<file path="config.mk">
export PLATFORM = sky130hd
export DESIGN_NAME = fp_addsub
export DESIGN_NICKNAME = d
export VERILOG_FILES = /design/src/rtl/fpas_pkg.sv /design/src/rtl/fpas_align.sv /design/src/rtl/fpas_lzc.sv /design/src/rtl/fpas_norm.sv /design/src/rtl/fp_addsub.sv
export SDC_FILE = /design/constraint.sdc
export NUM_CORES = 1
export LEC_CHECK = 0
export ABC_AREA = 1
export BUFFER_PORTS_ARGS = -buffer_cell sky130_fd_sc_hd__buf_2
export CAP_MARGIN = 20
export CORE_UTILIZATION = 65
export DETAILED_ROUTE_END_ITERATION = 12
export PLACE_DENSITY = 0.88
export SETUP_SLACK_MARGIN = 0.15
export SYNTH_ARGS = -nofsm -noshare
export SYNTH_HDL_FRONTEND = slang
export SYNTH_SLANG_ARGS = --single-unit
</file>
<file path="constraint.sdc">
create_clock -name clk -period 20 [get_ports clk]
set_clock_uncertainty 0.1 [all_clocks]
set_input_delay 3 -clock clk [delete_from_list [all_inputs] [get_ports clk]]
set_output_delay 3 -clock clk [all_outputs]
set_load 0.02 [all_outputs]
</file>
<file path="src/rtl/fpas_pkg.sv">
package fpas_pkg;
  typedef enum logic {
    FPAS_ADD = 1'b0,
    FPAS_SUB = 1'b1
  } fpas_op_e;
endpackage

</file>
<file path="src/rtl/fpas_align.sv">
// Operand unpack, magnitude ordering and alignment shift of the smaller significand.
module fpas_align #(
  parameter int EXP_W  = 8,
  parameter int FRAC_W = 23,
  localparam int WORD_W = 1 + EXP_W + FRAC_W,
  localparam int SIG_W  = FRAC_W + 1
) (
  input  logic [WORD_W-1:0]  opa,
  input  logic [WORD_W-1:0]  opb,
  input  fpas_pkg::fpas_op_e op,
  output logic [EXP_W-1:0]   big_exp,
  output logic [SIG_W-1:0]   big_sig,
  output logic [SIG_W-1:0]   small_sig,
  output logic               res_sign,
  output logic               eff_sub
);
  localparam logic [EXP_W-1:0] SHIFT_LIM = EXP_W'(SIG_W);

  logic              sign_a, sign_b;
  logic [EXP_W-1:0]  exp_a, exp_b, small_exp, exp_diff;
  logic [SIG_W-1:0]  sig_a, sig_b, small_raw;
  logic              b_larger;

  always_comb begin
    sign_a = opa[WORD_W-1];
    sign_b = opb[WORD_W-1] ^ (op == fpas_pkg::FPAS_SUB);
    exp_a  = opa[WORD_W-2:FRAC_W];
    exp_b  = opb[WORD_W-2:FRAC_W];
    // a zero exponent field means the operand is zero
    sig_a  = (exp_a != '0) ? {1'b1, opa[FRAC_W-1:0]} : '0;
    sig_b  = (exp_b != '0) ? {1'b1, opb[FRAC_W-1:0]} : '0;
    b_larger = {exp_b, sig_b} > {exp_a, sig_a};

    if (b_larger) begin
      big_exp   = exp_b;
      big_sig   = sig_b;
      small_exp = exp_a;
      small_raw = sig_a;
      res_sign  = sign_b;
    end else begin
      big_exp   = exp_a;
      big_sig   = sig_a;
      small_exp = exp_b;
      small_raw = sig_b;
      res_sign  = sign_a;
    end

    exp_diff  = big_exp - small_exp;
    small_sig = (exp_diff >= SHIFT_LIM) ? '0 : (small_raw >> exp_diff);
    eff_sub   = sign_a ^ sign_b;
  end
endmodule

</file>
<file path="src/rtl/fpas_lzc.sv">
// Leading-zero counter; an all-zero vector yields W.
module fpas_lzc #(
  parameter int W = 24,
  localparam int CW = $clog2(W + 1)
) (
  input  logic [W-1:0]  vec,
  output logic [CW-1:0] cnt
);
  always_comb begin
    cnt = CW'(W);
    for (int i = 0; i < W; i++) begin
      if (vec[i]) cnt = CW'(W - 1 - i);
    end
  end
endmodule

</file>
<file path="src/rtl/fpas_norm.sv">
// Post-combine normalization: carry right shift or leading-zero left shift, then truncation.
module fpas_norm #(
  parameter int EXP_W  = 8,
  parameter int FRAC_W = 23,
  localparam int WORD_W = 1 + EXP_W + FRAC_W,
  localparam int SIG_W  = FRAC_W + 1,
  localparam int LZ_W   = $clog2(SIG_W + 1)
) (
  input  logic               sign,
  input  logic [EXP_W-1:0]   big_exp,
  input  logic [SIG_W:0]     raw_sum,
  output logic [WORD_W-1:0]  word
);
  logic [LZ_W-1:0]  lz;
  logic [EXP_W-1:0] lz_ext;
  logic [SIG_W-1:0] shifted;
  logic [EXP_W-1:0] exp_up;

  fpas_lzc #(.W(SIG_W)) u_lzc (
    .vec (raw_sum[SIG_W-1:0]),
    .cnt (lz)
  );

  always_comb begin
    lz_ext  = EXP_W'(lz);
    shifted = raw_sum[SIG_W-1:0] << lz;
    exp_up  = big_exp + 1'b1;
    if (raw_sum[SIG_W]) begin
      word = {sign, exp_up, raw_sum[SIG_W-1:1]};
    end else if (raw_sum == '0 || lz_ext >= big_exp) begin
      word = '0;
    end else begin
      word = {sign, big_exp - lz_ext, shifted[SIG_W-2:0]};
    end
  end
endmodule

</file>
<file path="src/rtl/fp_addsub.sv">
module fp_addsub #(
  parameter int EXP_W  = 8,
  parameter int FRAC_W = 23,
  localparam int WORD_W = 1 + EXP_W + FRAC_W,
  localparam int SIG_W  = FRAC_W + 1
) (
  input  logic              clk,
  input  logic              rst,
  input  logic              op_sub,
  input  logic [WORD_W-1:0] opnd_a,
  input  logic [WORD_W-1:0] opnd_b,
  output logic [WORD_W-1:0] result
);
  logic [EXP_W-1:0]  big_exp;
  logic [SIG_W-1:0]  big_sig, small_sig;
  logic              res_sign, eff_sub;
  logic [SIG_W:0]    raw_sum;
  logic [WORD_W-1:0] word_d;

  fpas_align #(.EXP_W(EXP_W), .FRAC_W(FRAC_W)) u_align (
    .opa       (opnd_a),
    .opb       (opnd_b),
    .op        (fpas_pkg::fpas_op_e'(op_sub)),
    .big_exp   (big_exp),
    .big_sig   (big_sig),
    .small_sig (small_sig),
    .res_sign  (res_sign),
    .eff_sub   (eff_sub)
  );

  always_comb begin
    if (eff_sub) raw_sum = {1'b0, big_sig} - {1'b0, small_sig};
    else         raw_sum = {1'b0, big_sig} + {1'b0, small_sig};
  end

  fpas_norm #(.EXP_W(EXP_W), .FRAC_W(FRAC_W)) u_norm (
    .sign    (res_sign),
    .big_exp (big_exp),
    .raw_sum (raw_sum),
    .word    (word_d)
  );

  always_ff @(posedge clk) begin
    if (rst) result <= '0;
    else     result <= word_d;
  end

  // ---------------- assertions ----------------
  logic [EXP_W:0] ea_w, eb_w;
  assign ea_w = {1'b0, opnd_a[WORD_W-2:FRAC_W]};
  assign eb_w = {1'b0, opnd_b[WORD_W-2:FRAC_W]};

  // equal magnitudes under effective subtraction cancel to +0
  a_r8_exact_cancel: assert property (@(posedge clk) disable iff (rst)
    ((opnd_a[WORD_W-2:0] == opnd_b[WORD_W-2:0]) &&
     ((opnd_a[WORD_W-1] ^ opnd_b[WORD_W-1]) != op_sub))
    |=> (result == '0));

  // sign follows the larger-magnitude operand
  a_r7_sign_of_larger: assert property (@(posedge clk) disable iff (rst)
    (opnd_a[WORD_W-2:0] > opnd_b[WORD_W-2:0])
    |=> (result == '0 || result[WORD_W-1] == $past(opnd_a[WORD_W-1])));

  // exponent gap of SIG_W or more leaves the larger operand untouched
  a_r3_far_operand_lost: assert property (@(posedge clk) disable iff (rst)
    ((ea_w >= eb_w + (EXP_W+1)'(SIG_W)) && (ea_w != '0))
    |=> (result == $past(opnd_a)));

  // zero exponent field acts as zero
  a_r10_zero_exp_operand: assert property (@(posedge clk) disable iff (rst)
    ((eb_w == '0) && (ea_w != '0))
    |=> (result == $past(opnd_a)));
endmodule

</file>
==> results.py, run 1 <==
metrics = {
    "outcome": {
        "status": "completed",
    },
    "floorplan": {
        "initial_utilization": 0.680,
        "die-area_um2": 13200,
        "die_w_um": 115,
        "die_height_um": 115,
        "rows": 40,
        "io_pins": 99,
        "coreArea_um2": 12200,
    },
    "logic_synthesis": {
        "yosysSeqAreaShare": 0.0771,
        "netlist_area_um2": 8310,
        "syn-num-nets": 1693,
        "synthArstFlopShare": 0,
        "ys_top_cells_by_area": "nand2_1, nand3_1, ha_1, inv_1, dfxtp_1",
        "synth_flop_cell": "dfxtp_1",
        "synth_top_cell_by_area": "nand2_1",
        "yosys.cell_count.top_type": "nand2_1",
        "yosys-top-cells-count": "nand2_1, nand3_1, inv_1",
        "ys_seq_elements": 32,
        "netlist.area_leader.share": 0.219,
        "yosysWarnings": 0,
        "synth_edf_count": 0,
        "avgSynthCellArea_um2": 5.32,
        "syn_inst": 1560,
        "ys_types": 53,
    },
    "route": {
        "drt-initial-drc-count": 1270,
        "wl_per_cell_um": 14.8,
        "drtAntennaViolNets": 0,
        "via_per_inst": 5.88,
        "first_pass_iters": 6,
        "drt-total-wl_mm": 26.2,
        "drc": 0,
        "vias": 10428,
    },
    "sta": {
        "setup_tns_ns": 0,
        "fin_crit_ns": 14.36,
        "rsz0062_at_grt": "no",
        "holdWs_ns": 2.98,
        "finalSetupViolCount": 0,
        "hold_violations": 0,
        "fmax_ghz": 0.0697,
        "relSlewSlack": 0.349,
        "worstMarginPinSlew_ns": 0.977,
        "min_period_over_period": 0.718,
        "maxSlewViolCount": 0,
    },
    "critical_path": {
        "critPathArrivalTime_ns": 14.40,
        "criticalPathCategory": "in -> reg",
        "start_kind": "input pin",
        "slowest_stage": "buf_4",
        "crit_fanout": 87,
        "critPathMaxStageDelay_ns": 0.55,
        "crit_buf_inv": 11,
        "cp_top_family": "simple AND/OR/NAND/NOR gates",
        "worstSetupEndpointType": "flop",
        "cp.required_ns": 20.04,
        "crit_cells": 66,
        "cpMostUsedCell": "nand2_1",
    },
    "hold_path": {
        "holdPathStages": 2,
        "min_path_type": "in -> reg",
    },
    "cts": {
        "clock_path_buffers": 2,
        "cts_resized": 0,
        "clk_pin_slew_ns": 0.05,
        "cts_num_sinks": 32,
        "cts_setup_buffers": 0,
        "root_buffer": "clkbuf_16",
        "htree_num_levels": 2,
        "ctsHoldBuffers": 0,
        "cts_tree": "yes",
        "cts_buffers": 5,
    },
    "global_routing": {
        "overflow": 0,
        "antenna_found_initial": 0,
        "grt_max_degree": 88,
        "track_usage": 0.405,
        "grt_pass1_vias": 9403,
        "grt_pass1_wl_mm": 43.3,
    },
    "final_layout": {
        "utilization": 0.728,
        "n_fill_cell": 1162,
        "antennaDiodeCount": 0,
        "top_register": "result",
        "syn_to_final_growth_pct": 7.07,
        "final_nets": 1737,
        "final_area_um2": 8890,
        "area.sequential_um2": 641,
        "largest_reg_flops": 32,
        "drive_gt1_frac": 0.101,
        "reg_top3": "result (32)",
        "multiInputGateArea_um2": 6590,
    },
    "place": {
        "dpl_cell_area_um2": 8720,
        "routabilityCongestion": 1.07,
        "hpwl_mm": 21.0,
        "port_buffers": 98,
    },
    "job": {
        "max-cap-violations": 0,
    },
}
-- kinds of logic (layout without fill, tap and decap cells) --
logic type / after synthesis / in the layout / share of synthesized area
AOI/OAI and AO/OA: 201 / 201 / 0.137
xor gates and xnor gates: 55 / 55 / 0.0589
adders and majority gates: 66 / 66 / 0.101
buffers and inverters: 265 / 310 / 0.129
DFF: 32 / 32 / 0.0771
and+or+nand+nor: 941 / 941 / 0.497
-- layer usage --
layer  vias to the layer above  share of wire  global-route usage
met5                         -              0                   0
met4                         0          0.069               0.284
met3                       111          0.081              0.0496
met2                       575           0.44               0.670
met1                      4563           0.41               0.490
li1                       5179              -                   -
-- layout by cell type, fill, tap and decap left out, types with 3 or more instances in the layout --
cell / synthesis / routed
dfxtp_1: 32 / 32
xor2_1: 37 / 37
o31ai_1: 3 / 3
nand2_1: 485 / 485
a22oi_1: 10 / 10
o21ai_2: 3 / 3
nor4_1: 3 / 3
o21ai_0: 80 / 80
buf_4: 2 / 6
nor2_2: 8 / 8
nor3_1: 7 / 7
ha_1: 64 / 64
o21ai_1: 14 / 14
o21a_1: 3 / 3
xnor2_1: 17 / 17
o211ai_1: 8 / 8
nand2_4: 4 / 4
nand3_1: 240 / 240
nand4_1: 42 / 42
inv_2: 5 / 5
clkbuf_16: 0 / 5
nor2_1: 127 / 127
inv_1: 190 / 190
a21oi_1: 65 / 65
nand3_2: 3 / 3
a21oi_2: 3 / 3
buf_2: 21 / 98
nand2_2: 10 / 10
-- final timing paths --
| check | endpoint | startpoint | slack [ns] |
|---|---|---|---|
| max | result[27] | opnd_b[28] | 5.64 |
| min | result[16] | rst | 2.98 |
-- layout make-up --
| type | count | share of cell area |
|---|---|---|
| multi-input cells | 1263 | 0.741 |
| inverters | 198 | 0.0840 |
| flip-flops and latches | 32 | 0.0720 |
| repair buffers | 104 | 0.0602 |
| well taps | 168 | 0.0236 |
| clock buffers | 5 | 0.0141 |
| clock inverters | 3 | 0.00478 |
-- per-stage QoR --
| step | worst slack (ns) | instances |
|---|---|---|
| 2_1_floorplan | 7.94 | 1560 |
| 3_3_place_gp | 5.95 | 1765 |
| 3_5_place_dp | 5.73 | 1765 |
| 4_1_cts | 5.93 | 1773 |
| 5_1_grt | 4.37 | 1773 |
| 6_report | 5.64 | 1773 |
Power of run 1 is left out: the tool's default activity adds up to more than one toggle a clock period on the data nets, which glitch-free logic cannot reach.
==> inputs of run 2 (changes only) <==
--- a/config.mk
+++ b/config.mk
@@ -8,9 +8,9 @@
 export ABC_AREA = 1
 export BUFFER_PORTS_ARGS = -buffer_cell sky130_fd_sc_hd__buf_2
 export CAP_MARGIN = 20
-export CORE_UTILIZATION = 65
+export CORE_UTILIZATION = 62
 export DETAILED_ROUTE_END_ITERATION = 12
-export PLACE_DENSITY = 0.88
+export PLACE_DENSITY = 0.84
 export SETUP_SLACK_MARGIN = 0.15
 export SYNTH_ARGS = -nofsm -noshare
 export SYNTH_HDL_FRONTEND = slang
==> constraint.sdc (replaced) <==
create_clock -name clk -period 13.81 [get_ports clk]
set_clock_uncertainty 0.1 [all_clocks]
set_input_delay 2.0715 -clock clk [delete_from_list [all_inputs] [get_ports clk]]
set_output_delay 2.0715 -clock clk [all_outputs]
set_load 0.02 [all_outputs]
==> run 2 against run 1 <==
Design area is 0.38% higher. Setup slack got worse by 4.4 ns. Sequential cell count did not move. Critical path type unchanged. Largest cell class unchanged.
==> results.py, run 2 (same netlist as run 1, synthesis figures left out) <==
metrics = {
    "sta": {
        "finalSetupViolCount": 0,
        "rsz0062_at_grt": "no",
        "fmax_ghz": 0.0795,
        "maxSlewViolCount": 0,
        "relSlewSlack": 0.465,
        "worstMarginPinSlew_ns": 0.800,
        "setup_tns_ns": 0,
        "fin_crit_ns": 12.58,
        "min_period_over_period": 0.911,
        "hold_violations": 0,
    },
    "global_routing": {
        "overflow": 0,
        "grt_pass1_vias": 9264,
        "track_usage": 0.380,
        "grt_pass1_wl_mm": 43.9,
        "grt_max_degree": 82,
        "antenna_found_initial": 1,
    },
    "outcome": {
        "status": "completed",
    },
    "place": {
        "hpwl_mm": 21.7,
        "routabilityCongestion": 1.01,
        "port_buffers": 98,
    },
    "route": {
        "drt-initial-drc-count": 1233,
        "drtAntennaViolNets": 0,
        "drt-total-wl_mm": 26.7,
        "vias": 10486,
        "wl_per_cell_um": 15.0,
        "routed.top_layer": "met4",
        "drc": 0,
        "first_pass_iters": 6,
        "wl_met3_mm": 2.15,
        "met1Wirelength_mm": 11.3,
        "via_per_inst": 5.89,
        "routed-wl-met2_mm": 11.8,
    },
    "cts": {
        "htree_num_levels": 2,
        "clk_pin_slew_ns": 0.05,
        "cts_tree": "yes",
        "clock_path_buffers": 2,
        "cts_num_sinks": 32,
        "cts_buffers": 5,
        "root_buffer": "clkbuf_16",
    },
    "critical_path": {
        "slowest_stage": "fa_1",
        "cp.required_ns": 13.86,
        "critPathArrivalTime_ns": 12.63,
        "cpMostUsedCell": "nand2_1",
        "criticalPathCategory": "in -> reg",
        "crit_buf_inv": 7,
        "cp_top_family": "simple AND/OR/NAND/NOR gates",
        "start_kind": "input pin",
        "crit_fanout": 25,
        "worstSetupEndpointType": "flop",
        "critPathMaxStageDelay_ns": 0.40,
    },
    "floorplan": {
        "coreArea_um2": 12800,
        "rows": 41,
        "io_pins": 99,
        "die-area_um2": 13900,
        "initial_utilization": 0.648,
        "die_height_um": 118,
        "die_w_um": 118,
    },
    "job": {
        "max-cap-violations": 0,
    },
    "final_layout": {
        "final_nets": 1740,
        "reg_top3": "result (32)",
        "n_fill_cell": 1290,
        "largest_reg_flops": 32,
        "drive_gt1_frac": 0.106,
        "final_common_cell": "nand2_1",
        "multiInputGateArea_um2": 6610,
        "area.sequential_um2": 641,
        "final_cell_mix": "nand2_1, nand3_1, inv_1, nor2_1, buf_2",
        "syn_to_final_growth_pct": 7.47,
        "top_register": "result",
    },
    "hold_path": {
        "min_path_type": "in -> reg",
    },
}
run 2: cell count changes in the layout (fill, tap and decap cells not counted), sizes merged:
cell	previous run	this run
inv	196	195
clkbuf	5	6
clkinv	3	2
diode	0	1
clkinvlp	1	4
bufinv	1	0
buf	104	106
run 2: final cells by class:
class,instances,share of cell area
repair inverters,1,0.000561
multi-input cells,1263,0.740
well taps,172,0.0241
repair buffers,106,0.0617
diodes,1,0.000280
clock inverters,2,0.00168
flip-flops and latches,32,0.0718
clock buffers,6,0.0156
inverters,198,0.0841
run 2: worst paths after layout:
| path | to | from | slack [ns] | depth (start not counted) |
|---|---|---|---|---|
| max | result[25] | opnd_a[26] | 1.23 | 69 |
| min | result[3] | rst | 2.06 | 2 |
run 2: per-stage QoR:
step / cells / setup WS [ns] / hold WS, ns / instance area [µm²] / utilization
2_1_floorplan: 1560 / 2.68 / 2.04 / 8310 / -
3_3_place_gp: 1771 / 1.18 / 2.32 / 8740 / 0.682
3_5_place_dp: 1771 / 0.680 / 2.33 / 8740 / 0.682
4_1_cts: 1779 / 0.925 / 2.05 / 8900 / 0.694
5_1_grt: 1781 / 0.172 / 2.09 / 8930 / 0.696
6_report: 1781 / 1.23 / 2.06 / 8930 / 0.696
run 2: metal layers:
metal | global-route usage | up-vias
li1 | - | 5194
met4 | 0.205 | 0
met2 | 0.622 | 561
met5 | 0 | -
met1 | 0.498 | 4661
met3 | 0.0223 | 70
run 2: what timing repair did:
action | in CTS | in global routing
setup buffers | 0 | 0
hold buffers | 0 | 0
endpoints found under the setup margin | 0 | 32
resized for setup | 0 | 6
Power of run 2 is left out for the same reason.
==> inputs of run 3 (changes only) <==
--- a/config.mk
+++ b/config.mk
@@ -7,7 +7,7 @@
 export LEC_CHECK = 0
 export ABC_AREA = 1
 export BUFFER_PORTS_ARGS = -buffer_cell sky130_fd_sc_hd__buf_2
-export CAP_MARGIN = 20
+export CAP_MARGIN = 15
 export CORE_UTILIZATION = 62
 export DETAILED_ROUTE_END_ITERATION = 12
 export PLACE_DENSITY = 0.84
==> constraint.sdc (replaced) <==
create_clock -name clk -period 13.81 [get_ports clk]
set_clock_uncertainty 0.1 [all_clocks]
set_input_delay 0.6905 -clock clk [delete_from_list [all_inputs] [get_ports clk]]
set_output_delay 0.6905 -clock clk [all_outputs]
set_load 0.02 [all_outputs]
==> run 3 against run 2 <==
Setup slack better by 0.78 ns. Count of clock-buffer cells in the layout stayed put. Design area decreased by 0.39%. Fmax grew 6.7%. Die area unchanged. First-iteration DRC count fell by 1.5%. Final cell count shrank 0.17%. Sequential share of layout area is essentially flat. Critical endpoint is now result[27].
==> results.py, run 3 (same netlist as run 1, synthesis figures left out) <==
metrics = {
    "floorplan": {
        "io_pins": 99,
        "coreArea_um2": 12800,
        "die_height_um": 118,
        "die-area_um2": 13900,
        "initial_utilization": 0.648,
        "die_w_um": 118,
        "rows": 41,
    },
    "sta": {
        "setup_tns_ns": 0,
        "hold_violations": 0,
        "rsz0062_at_grt": "no",
        "fin_crit_ns": 11.79,
        "worstMarginPinSlew_ns": 0.862,
        "fmax_ghz": 0.0848,
        "relSlewSlack": 0.425,
        "maxSlewViolCount": 0,
        "finalSetupViolCount": 0,
        "min_period_over_period": 0.854,
    },
    "critical_path": {
        "start_kind": "input pin",
        "worstSetupEndpointType": "flop",
        "cpMostUsedCell": "nand2_1",
        "criticalPathCategory": "in -> reg",
        "critPathArrivalTime_ns": 11.83,
        "crit_fanout": 25,
        "slowest_stage": "xor2_2",
        "cp.required_ns": 13.85,
        "critPathMaxStageDelay_ns": 0.68,
    },
    "route": {
        "vias": 10400,
        "drtAntennaViolNets": 0,
        "drt-total-wl_mm": 26.3,
        "via_per_inst": 5.85,
        "wl_per_cell_um": 14.8,
        "first_pass_iters": 6,
        "drc": 0,
        "drt-initial-drc-count": 1215,
    },
    "cts": {
        "ctsHoldBuffers": 0,
        "clk_pin_slew_ns": 0.05,
        "cts_num_sinks": 32,
        "cts_tree": "yes",
        "root_buffer": "clkbuf_16",
        "htree_num_levels": 2,
        "clock_path_buffers": 2,
        "cts_resized": 0,
        "cts_buffers": 5,
        "cts_setup_buffers": 0,
    },
    "final_layout": {
        "syn_to_final_growth_pct": 7.05,
        "instances_no_fill": 1778,
        "antennaDiodeCount": 0,
        "drive_gt1_frac": 0.101,
        "final_common_cell": "nand2_1",
        "final_nets": 1738,
        "top_register": "result",
        "reg_top3": "result (32)",
        "multiInputGateArea_um2": 6590,
        "area.sequential_um2": 641,
        "n_fill_cell": 1318,
        "largest_reg_flops": 32,
        "final_cell_mix": "nand2_1, nand3_1, inv_1, nor2_1, buf_2",
    },
    "place": {
        "hpwl_mm": 21.3,
        "routabilityCongestion": 1.03,
        "dp_cells": 1770,
        "port_buffers": 98,
    },
    "hold_path": {
        "min_path_type": "in -> reg",
    },
    "global_routing": {
        "grt_pass1_wl_mm": 44.0,
        "grt_max_degree": 85,
        "overflow": 0,
        "antenna_found_initial": 0,
        "grt_pass1_vias": 9261,
        "track_usage": 0.381,
    },
    "job": {
        "max-cap-violations": 0,
    },
    "outcome": {
        "status": "completed",
    },
}
-- run 3: layout make-up --
| class | instances | share of cell area |
|---|---|---|
| Clock buffer | 6 | 0.0156 |
| Clock inverter | 2 | 0.00169 |
| Inverter | 198 | 0.0840 |
| Multi-Input combinational cell | 1263 | 0.741 |
| Sequential cell | 32 | 0.0721 |
| Tap cell | 172 | 0.0242 |
| Timing Repair Buffer | 105 | 0.0611 |
-- run 3: worst paths after layout --
kind | endpoint | start | cells after the start
max | result[27] | opnd_b[30] | 62
min | result[3] | rst | 2
-- run 3: worst max-delay path: cells and delay by family --
kind / cells / cell delay (ns)
and+or+nand+nor: 39 / 5.30
adders and majority gates: 5 / 1.72
buffers and inverters: 6 / 1.39
xor gates and xnor gates: 2 / 0.99
AOI/OAI and AO/OA: 10 / 1.69
-- run 3: metal layers --
layer  part of all wire  vias up  global-route usage
met5                  0        -                   0
met4              0.060        0               0.232
met3              0.085       96              0.0363
met2               0.44      572               0.617
met1               0.42     4545               0.488
li1                   -     5187                   -
-- run 3: per-stage QoR --
stage	util	setup slack [ns]	instance area, µm²	hold WS [ns]
5_1_grt	0.693	0.795	8890	0.689
2_1_floorplan	-	4.06	8310	0.660
3_3_place_gp	0.681	2.31	8740	0.943
6_report	0.693	2.02	8890	0.672
4_1_cts	0.693	2.29	8890	0.667
3_5_place_dp	0.681	2.08	8740	0.945
Power of run 3 is left out for the same reason.
